--- config.mk ---
export PLATFORM = sky130hd
export DESIGN_NAME = sdx_data_engine
export DESIGN_NICKNAME = d
export VERILOG_FILES = /design/src/rtl/sdx_pkg.sv /design/src/rtl/sdx_word_fifo.sv /design/src/rtl/sdx_xfer_fsm.sv /design/src/rtl/sdx_data_engine.sv
export SDC_FILE = /design/constraint.sdc
export NUM_CORES = 1
export LEC_CHECK = 0
export BUFFER_PORTS_ARGS = -buffer_cell sky130_fd_sc_hd__buf_2
export CELL_PAD_IN_SITES_DETAIL_PLACEMENT = 1
export CELL_PAD_IN_SITES_GLOBAL_PLACEMENT = 1
export CORE_UTILIZATION = 47
export CTS_BUF_LIST = sky130_fd_sc_hd__clkbuf_2
export CTS_CLUSTER_DIAMETER = 200
export DETAILED_ROUTE_END_ITERATION = 12
export PLACE_DENSITY_LB_ADDON = 0.1
export SYNTH_ARGS = -nofsm -noshare
export SYNTH_HDL_FRONTEND = slang
export SYNTH_SLANG_ARGS = --single-unit
export TNS_END_PERCENT = 50
--- constraint.sdc ---
create_clock -name clk -period 4.6 [get_ports clk]
set_input_delay 0.46 -clock clk [delete_from_list [all_inputs] [get_ports clk]]
set_output_delay 0.46 -clock clk [all_outputs]
set_load 0.02 [all_outputs]
--- src/rtl/sdx_pkg.sv ---
// Shared encodings for the SD block data mover.
// Assumes a single clock domain and a byte-per-cycle card interface.
package sdx_pkg;
    typedef enum logic [1:0] {S_IDLE, S_WAIT, S_MOVE, S_CRC} sdx_state_e;

    localparam int CTL_WR    = 4;
    localparam int CTL_DMA   = 5;
    localparam int CTL_EN    = 6;
    localparam int CTL_HALF  = 7;
    localparam int CTL_FLUSH = 8;

    localparam int SB_BAD    = 1;
    localparam int SB_TMO    = 3;
    localparam int SB_GOOD   = 5;
    localparam int SB_END    = 7;
    localparam int SB_TXNEED = 8;
    localparam int SB_RXRDY  = 9;

    localparam logic [2:0] A_CTRL = 3'd0;
    localparam logic [2:0] A_LEN  = 3'd1;
    localparam logic [2:0] A_TMR  = 3'd2;
    localparam logic [2:0] A_CLR  = 3'd3;
    localparam logic [2:0] A_WIN  = 3'd4;
endpackage

--- src/rtl/sdx_word_fifo.sv ---
// Word FIFO with synchronous flush.
// Assumes DEPTH is a power of two; a push when full or a pop when empty is ignored.
module sdx_word_fifo #(
    parameter int DEPTH = 4,
    parameter int W     = 32
) (
    input  logic                         clk,
    input  logic                         rst_n,
    input  logic                         flush,
    input  logic                         push,
    input  logic [W-1:0]                 wdata,
    input  logic                         pop,
    output logic [W-1:0]                 rdata,
    output logic [$clog2(DEPTH+1)-1:0]   count,
    output logic                         full,
    output logic                         empty
);
    localparam int AW = (DEPTH > 1) ? $clog2(DEPTH) : 1;
    localparam int CW = $clog2(DEPTH+1);

    logic [W-1:0]  mem [DEPTH];
    logic [AW-1:0] wp, rp;
    logic          push_ok, pop_ok;

    assign full    = (count == CW'(DEPTH));
    assign empty   = (count == '0);
    assign push_ok = push && !full;
    assign pop_ok  = pop && !empty;
    assign rdata   = mem[rp];

    // Pointer and occupancy bookkeeping.
    always_ff @(posedge clk) begin
        if (!rst_n || flush) begin
            wp    <= '0;
            rp    <= '0;
            count <= '0;
        end else begin
            if (push_ok) wp <= wp + AW'(1);
            if (pop_ok)  rp <= rp + AW'(1);
            if (push_ok && !pop_ok)      count <= count + CW'(1);
            else if (pop_ok && !push_ok) count <= count - CW'(1);
        end
    end

    // Storage write.
    always_ff @(posedge clk) begin
        if (push_ok) mem[wp] <= wdata;
    end
endmodule

--- src/rtl/sdx_xfer_fsm.sv ---
// Block sequencer: counts bytes and blocks, waits for start bits and CRC
// verdicts, and packs or unpacks little-endian words for the FIFO.
// Assumes start and the configuration inputs are stable when start pulses.
module sdx_xfer_fsm
    import sdx_pkg::*;
#(
    parameter int TMR_W = 16,
    parameter int LEN_W = 24
) (
    input  logic             clk,
    input  logic             rst_n,
    input  logic             start,
    input  logic             abort,
    input  logic             dir_wr,
    input  logic [3:0]       blk_log2,
    input  logic [LEN_W-1:0] length,
    input  logic [TMR_W-1:0] timer,
    input  logic             card_start,
    input  logic             card_rx_valid,
    input  logic [7:0]       card_rx_byte,
    output logic             card_rx_ready,
    output logic             card_tx_valid,
    output logic [7:0]       card_tx_byte,
    input  logic             card_tx_ready,
    input  logic             card_crc_valid,
    input  logic             card_crc_good,
    input  logic             fifo_full,
    input  logic             fifo_empty,
    input  logic [31:0]      pop_data,
    output logic             push_word,
    output logic [31:0]      push_data,
    output logic             pop_word,
    output logic             ev_end,
    output logic             ev_crc_ok,
    output logic             ev_crc_fail,
    output logic             ev_timeout,
    output logic             bytes_done
);
    localparam int BLK_W = 16;

    sdx_state_e       state;
    logic [LEN_W-1:0] remain;
    logic [BLK_W-1:0] blk_left, blk_bytes;
    logic [TMR_W-1:0] tmr;
    logic [1:0]       bidx;
    logic [31:0]      pack;
    logic             fire, last_byte, blk_last;

    // Handshake, lane select and word boundary decode.
    always_comb begin
        blk_bytes     = BLK_W'(1) << blk_log2;
        last_byte     = (remain == LEN_W'(1));
        blk_last      = (blk_left == BLK_W'(1));
        card_rx_ready = (state == S_MOVE) && !dir_wr && !fifo_full;
        card_tx_valid = (state == S_MOVE) && dir_wr && !fifo_empty;
        card_tx_byte  = pop_data[{bidx, 3'b000} +: 8];
        fire          = dir_wr ? (card_tx_valid && card_tx_ready)
                               : (card_rx_ready && card_rx_valid);
        push_data     = pack | ({24'b0, card_rx_byte} << {bidx, 3'b000});
        push_word     = fire && !dir_wr && (bidx == 2'd3 || last_byte);
        pop_word      = fire && dir_wr && (bidx == 2'd3 || last_byte);
        bytes_done    = (remain == '0);
    end

    // Sequencer state, counters and completion events.
    always_ff @(posedge clk) begin
        if (!rst_n) begin
            state       <= S_IDLE;
            remain      <= '0;
            blk_left    <= '0;
            tmr         <= '0;
            bidx        <= '0;
            pack        <= '0;
            ev_end      <= 1'b0;
            ev_crc_ok   <= 1'b0;
            ev_crc_fail <= 1'b0;
            ev_timeout  <= 1'b0;
        end else begin
            ev_end      <= 1'b0;
            ev_crc_ok   <= 1'b0;
            ev_crc_fail <= 1'b0;
            ev_timeout  <= 1'b0;
            if (abort) begin
                state <= S_IDLE;
            end else if (start) begin
                remain   <= length;
                blk_left <= blk_bytes;
                tmr      <= timer;
                bidx     <= '0;
                pack     <= '0;
                if (length == '0) begin
                    ev_end <= 1'b1;
                    state  <= S_IDLE;
                end else begin
                    state <= dir_wr ? S_MOVE : S_WAIT;
                end
            end else begin
                case (state)
                    S_WAIT: begin
                        if (card_start) begin
                            state <= S_MOVE;
                        end else if (tmr == '0) begin
                            ev_timeout <= 1'b1;
                            state      <= S_IDLE;
                        end else begin
                            tmr <= tmr - TMR_W'(1);
                        end
                    end
                    S_MOVE: begin
                        if (fire) begin
                            remain   <= remain - LEN_W'(1);
                            blk_left <= blk_left - BLK_W'(1);
                            bidx     <= bidx + 2'd1;
                            pack     <= push_word ? '0 : push_data;
                            if (last_byte || blk_last) state <= S_CRC;
                        end
                    end
                    S_CRC: begin
                        if (card_crc_valid) begin
                            if (!card_crc_good) begin
                                ev_crc_fail <= 1'b1;
                                state       <= S_IDLE;
                            end else begin
                                ev_crc_ok <= 1'b1;
                                if (remain == '0) begin
                                    ev_end <= 1'b1;
                                    state  <= S_IDLE;
                                end else begin
                                    blk_left <= blk_bytes;
                                    tmr      <= timer;
                                    state    <= dir_wr ? S_MOVE : S_WAIT;
                                end
                            end
                        end
                    end
                    default: ;
                endcase
            end
        end
    end
endmodule

--- src/rtl/sdx_data_engine.sv ---
// SD block data mover top: register decode, sticky status, service flags
// and steering between the data window, the FIFO and the sequencer.
// Assumes one register access per cycle and a power-of-two FIFO depth.
module sdx_data_engine
    import sdx_pkg::*;
#(
    parameter int DEPTH = 4,
    parameter int TMR_W = 16,
    parameter int LEN_W = 24
) (
    input  logic        clk,
    input  logic        rst_n,
    input  logic        bus_wr,
    input  logic        bus_rd,
    input  logic [2:0]  bus_addr,
    input  logic [31:0] bus_wdata,
    output logic [31:0] bus_rdata,
    output logic [9:0]  status,
    output logic [7:0]  depth_words,
    output logic        dma_req,
    input  logic        card_start,
    input  logic        card_rx_valid,
    input  logic [7:0]  card_rx_byte,
    output logic        card_rx_ready,
    output logic        card_tx_valid,
    output logic [7:0]  card_tx_byte,
    input  logic        card_tx_ready,
    input  logic        card_crc_valid,
    input  logic        card_crc_good
);
    localparam int CW = $clog2(DEPTH+1);

    logic [7:0]       ctrl_q;
    logic [LEN_W-1:0] len_q, owe_q;
    logic [TMR_W-1:0] tmr_q;
    logic [3:0]       sticky_q, clr_mask, set_mask;
    logic             start_q, abort_q;
    logic             dir_wr, wr_ctrl, flush, win_push, win_pop;
    logic             fifo_push, fifo_pop, fifo_full, fifo_empty;
    logic [31:0]      fifo_wdata, fifo_rdata, fsm_push_data;
    logic [CW-1:0]    fifo_count, free_words, thr_words;
    logic             fsm_push, fsm_pop, bytes_done;
    logic             ev_end, ev_good, ev_bad, ev_tmo;
    logic             rx_flag, tx_flag;

    // Access decode and FIFO steering by direction.
    always_comb begin
        dir_wr     = ctrl_q[CTL_WR];
        wr_ctrl    = bus_wr && (bus_addr == A_CTRL);
        flush      = wr_ctrl && bus_wdata[CTL_FLUSH];
        win_push   = bus_wr && (bus_addr == A_WIN) && dir_wr && !fifo_full;
        win_pop    = bus_rd && !dir_wr;
        fifo_push  = dir_wr ? win_push : fsm_push;
        fifo_wdata = dir_wr ? bus_wdata : fsm_push_data;
        fifo_pop   = dir_wr ? fsm_pop : win_pop;
        clr_mask   = (bus_wr && bus_addr == A_CLR)
                   ? {bus_wdata[SB_END], bus_wdata[SB_GOOD], bus_wdata[SB_TMO], bus_wdata[SB_BAD]}
                   : 4'b0;
        set_mask   = {ev_end, ev_good, ev_tmo, ev_bad};
    end

    // Configuration registers, delayed start/stop and bytes owed by software.
    always_ff @(posedge clk) begin
        if (!rst_n) begin
            ctrl_q  <= '0;
            len_q   <= '0;
            tmr_q   <= '0;
            owe_q   <= '0;
            start_q <= 1'b0;
            abort_q <= 1'b0;
        end else begin
            start_q <= wr_ctrl && !flush && bus_wdata[CTL_EN];
            abort_q <= wr_ctrl && !flush && !bus_wdata[CTL_EN];
            if (wr_ctrl && !flush)                 ctrl_q <= bus_wdata[7:0];
            if (bus_wr && bus_addr == A_LEN)       len_q  <= bus_wdata[LEN_W-1:0];
            if (bus_wr && bus_addr == A_TMR)       tmr_q  <= bus_wdata[TMR_W-1:0];
            if (wr_ctrl && !flush && bus_wdata[CTL_EN])
                owe_q <= len_q;
            else if (win_push)
                owe_q <= (owe_q > LEN_W'(4)) ? owe_q - LEN_W'(4) : '0;
        end
    end

    // Sticky completion status; a new event beats a clear.
    always_ff @(posedge clk) begin
        if (!rst_n) sticky_q <= '0;
        else        sticky_q <= (sticky_q & ~clr_mask) | set_mask;
    end

    // Service flags, DMA request and status assembly.
    always_comb begin
        thr_words   = ctrl_q[CTL_HALF] ? CW'(DEPTH/2) : CW'(DEPTH);
        free_words  = CW'(DEPTH) - fifo_count;
        rx_flag     = ctrl_q[CTL_EN] && !dir_wr &&
                      ((fifo_count >= thr_words) || (!fifo_empty && bytes_done));
        tx_flag     = ctrl_q[CTL_EN] && dir_wr && (owe_q != '0) &&
                      (free_words >= thr_words);
        dma_req     = ctrl_q[CTL_DMA] && (rx_flag || tx_flag);
        status            = '0;
        status[SB_BAD]    = sticky_q[0];
        status[SB_TMO]    = sticky_q[1];
        status[SB_GOOD]   = sticky_q[2];
        status[SB_END]    = sticky_q[3];
        status[SB_TXNEED] = tx_flag;
        status[SB_RXRDY]  = rx_flag;
        depth_words = 8'(DEPTH);
        bus_rdata   = fifo_rdata;
    end

    sdx_word_fifo #(.DEPTH(DEPTH), .W(32)) u_fifo (
        .clk   (clk),
        .rst_n (rst_n),
        .flush (flush),
        .push  (fifo_push),
        .wdata (fifo_wdata),
        .pop   (fifo_pop),
        .rdata (fifo_rdata),
        .count (fifo_count),
        .full  (fifo_full),
        .empty (fifo_empty)
    );

    sdx_xfer_fsm #(.TMR_W(TMR_W), .LEN_W(LEN_W)) u_seq (
        .clk            (clk),
        .rst_n          (rst_n),
        .start          (start_q),
        .abort          (abort_q),
        .dir_wr         (dir_wr),
        .blk_log2       (ctrl_q[3:0]),
        .length         (len_q),
        .timer          (tmr_q),
        .card_start     (card_start),
        .card_rx_valid  (card_rx_valid),
        .card_rx_byte   (card_rx_byte),
        .card_rx_ready  (card_rx_ready),
        .card_tx_valid  (card_tx_valid),
        .card_tx_byte   (card_tx_byte),
        .card_tx_ready  (card_tx_ready),
        .card_crc_valid (card_crc_valid),
        .card_crc_good  (card_crc_good),
        .fifo_full      (fifo_full),
        .fifo_empty     (fifo_empty),
        .pop_data       (fifo_rdata),
        .push_word      (fsm_push),
        .push_data      (fsm_push_data),
        .pop_word       (fsm_pop),
        .ev_end         (ev_end),
        .ev_crc_ok      (ev_good),
        .ev_crc_fail    (ev_bad),
        .ev_timeout     (ev_tmo),
        .bytes_done     (bytes_done)
    );
endmodule

==> results.yml <==
outcome:
  status: "completed"
sta:
  slew_headroom_pct: 14.6
  report.final.slew_viol_count: 0
  fin_crit_ps: 3820
  hold_viol_final: 0
  finClkSkew_ps: 80.0
  period_share_pct: 83.1
  setup_viol: 0
  tns_ps: 0
  rsz0062_at_grt: "no"
  timing.fmax_mhz: 262
  fin_ws_ps: 776
  max_slew.worst_pin.slew_ps: 1270
critical_path:
  cp.required_ps: 4140
  crit_path_cell_trace: "buf_4, mux4_2, mux4_2, buf_2"
  reg2reg_to: "u_fifo.count[2]$_SDFFE_PP0P_"
  critPathBufInv: 2
  cp_max_fo: 17
  setup.worst_path.start_class: "register"
  cpPeakStageDelay_ps: 710
  crit_slowest_cell: "dfxtp_2"
  cp-end-kind: "output pin"
  regToRegSetupSlack_ps: 1100
  cpMostUsedCell: "mux4_2"
  ff2ff_path_depth: 14
  r2r-start: "u_fifo.count[0]$_SDFFE_PP0P_"
  criticalPathCategory: "register to output pin"
  crit_arrival_ps: 3360
  path_delay_family: "multiplexers"
logic_synthesis:
  ys_ff_latch: 311
  synthesis.area_um2: 15100
  async_flop_share_pct: 0
  synthCells: 1513
  synth-seq-area-share_pct: 49.6
  synth_edf_count: 128
  synth_cell_type_count: 92
  yosys_warnings: 0
  synthFlopType: "dfxtp_1"
  postSynthAreaPerCell_um2: 10.0
floorplan:
  dieHeight_um: 181
  die_area_um2: 32900
  fp-row-count: 65
  die_x_um: 181
  pin_count: 113
  design.core.area_um2: 31600
  start_util_pct: 47.9
grt:
  grt_pass1_wl_um: 77300
  antenna_found_initial: 4
  grt_max_degree: 69
  grt_pass1_vias: 13240
  gr-total-overflow: 0
  grt_use_total_pct: 30.7
min_path:
  hold_start: "bus_addr[0]"
  worst_hold_path_type: "input port to register"
  holdPathEnd: "abort_q$_SDFF_PN0_"
  min_path_cells: 4
final_layout:
  area_delta_synth_final_pct: 12.6
  final_nets: 1728
  layout-drive-gt1-share_pct: 20.6
placed_design:
  dp_slack_ps: 1120
  gp_congestion: 0.887
  dp_hpwl_um: 33300
  numPortBuffers: 100
drt:
  wl_per_cell_um: 23.6
  ant_nets: 0
  firstDrtPassIters: 5
  viasPerCell: 6.13
  route.detailed.drc: 0
  drt-initial-drc-count: 998
  routed_wl_um: 50200
  vias: 13025
run:
  cap_violations: 0
clock_network:
  hold_buffers: 44
  cts-root-buf: "clkbuf_2"
  cts_setup_buffers: 0
  cts-buffers-inserted: 85
  cts_tree: "built"
  ctsResizeCount: 0
  cts.sinks: 311
  clk_latency_ps: 1000
  clock_path_buffers: 3
  path_clk_slew_ps: 90
  htree_levels: 3
pwr:
  p_per_area_nw_per_um2: 513
  leakagePower_nw: 6.17
  total_power_w: 0.00874
  ir_worst_vdd_mv: 0.218
-- cells in the mapped netlist (all sizes together) (6+ instances only) --
cell type  instances  area (µm²)
nand2b             7        43.8
nand2            226         851
inv               32         120
and2               6        37.5
edfxtp           128        3840
xor2               9        78.8
o31a               9        78.8
nor2              69         267
o221a              9         101
mux4              40         901
nor4              34         277
nor3              23         120
xnor2             15         131
o21ai             87         435
o211ai             7        52.6
ha                25         313
nand3             38         195
clkbuf            90         380
a311oi             8        70.1
a31oi             54         338
o31ai             22         179
mux2i              8        80.1
a211oi            39         298
buf               40         265
nor2b             10        62.6
and3               8        51.3
or3                7        45.1
or4               10        78.8
dfxtp            183        3660
nand4             15         100
a21o               6        45.0
o22ai              7        43.8
o21a              17         128
a21oi            143         716
-- worst max path at each step --
stage	start	to	slack, ps	cells after the start
floorplan	u_fifo.count[0]$_SDFFE_PP0P_	u_fifo.mem[0][0]$_DFFE_PP_	1110	8
global placement	u_fifo.count[0]$_SDFFE_PP0P_	u_fifo.count[2]$_SDFFE_PP0P_	1300	14
detailed placement	u_fifo.count[0]$_SDFFE_PP0P_	u_fifo.count[2]$_SDFFE_PP0P_	1120	14
CTS	register	card_tx_byte[0]	620	4
global route	register	card_tx_byte[0]	540	4
finish	register	card_tx_byte[0]	780	4
-- flip-flops by register name (all words and copies together), names as in the netlist, 2 cells and up, named ones only --
signal and count:
u_fifo.count 3, u_fifo.rp 2, u_seq.blk_left 16, u_fifo.mem 128, u_seq.state 2, u_fifo.wp 2, u_seq.bidx 2, u_seq.tmr 16
u_seq.pack 32, u_seq.remain 24, tmr_q 16, owe_q 24, ctrl_q 8, sticky_q 4, len_q 24
-- placed cells by master, fill, tap and decap left out, types with 9 or more instances in the layout --
| cell | netlist | routed |
|---|---|---|
| o21ai_0 | 82 | 82 |
| edfxtp_1 | 128 | 128 |
| buf_2 | 17 | 100 |
| buf_4 | 15 | 26 |
| nand3_1 | 37 | 37 |
| nand4_1 | 14 | 14 |
| or4_1 | 9 | 9 |
| ha_1 | 25 | 25 |
| a21oi_1 | 143 | 143 |
| mux4_2 | 40 | 40 |
| a31oi_1 | 54 | 54 |
| inv_1 | 32 | 31 |
| nor4_1 | 28 | 28 |
| a211oi_1 | 38 | 38 |
| nor2_1 | 68 | 66 |
| nand2_1 | 225 | 225 |
| dfxtp_1 | 183 | 180 |
| xnor2_1 | 15 | 15 |
| nor3_1 | 22 | 22 |
| clkbuf_2 | 10 | 127 |
| conb_1 | 2 | 12 |
| dlygate4sd3_1 | 0 | 44 |
| o21a_1 | 17 | 17 |
| xor2_1 | 9 | 9 |
| o31ai_1 | 21 | 20 |
| clkinv_1 | 2 | 25 |
-- layout make-up --
class	instances	area, µm²
fillers	3620	14600
flip-flops and latches	311	7510
multi-input cells	1048	6940
repair buffers	170	1140
clock buffers	127	636
well taps	402	503
clock inverters	31	185
inverters	34	130
diodes	2	5.00
-- worst register-to-register path, delay by kind of cell (launching register included) --
family                   cells  cell delay [ps]
buffers and inverters        3              280
AND/OR/NAND/NOR              4              610
adder cells (fa/ha/maj)      4              830
AO/OA/AOI/OAI                1              980
flip-flops                   1              380
XOR/XNOR                     2              300
-- report_power, final --
part | leakage (nW) | total (W) | internal [W] | switching [W]
Clock | 0.608 | 0.00209 | 0.000855 | 0.00124
Sequential | 2.64 | 0.00327 | 0.00304 | 0.000230
Combinational | 2.93 | 0.00337 | 0.00138 | 0.00200
-- routing by layer --
metal / part of all wire (%) / track usage (%) / vias to the layer above
li1: - / - / 5975
met1: 45 / 41.5 / 6543
met2: 47 / 49.2 / 411
met3: 5.2 / 5.38 / 94
met4: 3.0 / 11.4 / 2
met5: 0.026 / 0 / -
-- logic make-up (layout without fill, tap and decap cells) --
family	count (synthesis)	in the layout	share of synthesized area [%]
muxes	48	48	6.48
and+or+nand+nor	485	485	15.9
xor gates and xnor gates	24	24	1.39
other	2	14	0.0496
adders and majority gates	26	26	2.20
AOI/OAI and AO/OA	453	453	19.3
DFF	311	311	49.6
buffers and inverters	164	362	5.11
-- through the flow --
step           cell area [µm²]  util, %  instances  hold slack, ps
6_report                 17000     53.9       2125             101
5_1_grt                  17000     53.9       2125            11.5
4_1_cts                  17000     53.9       2123            10.0
3_5_place_dp             15800     49.9       1921             429
3_3_place_gp             15800     49.9       1921             420
2_1_floorplan            15200        -       1523             413
(Power assumes the default switching activity.)
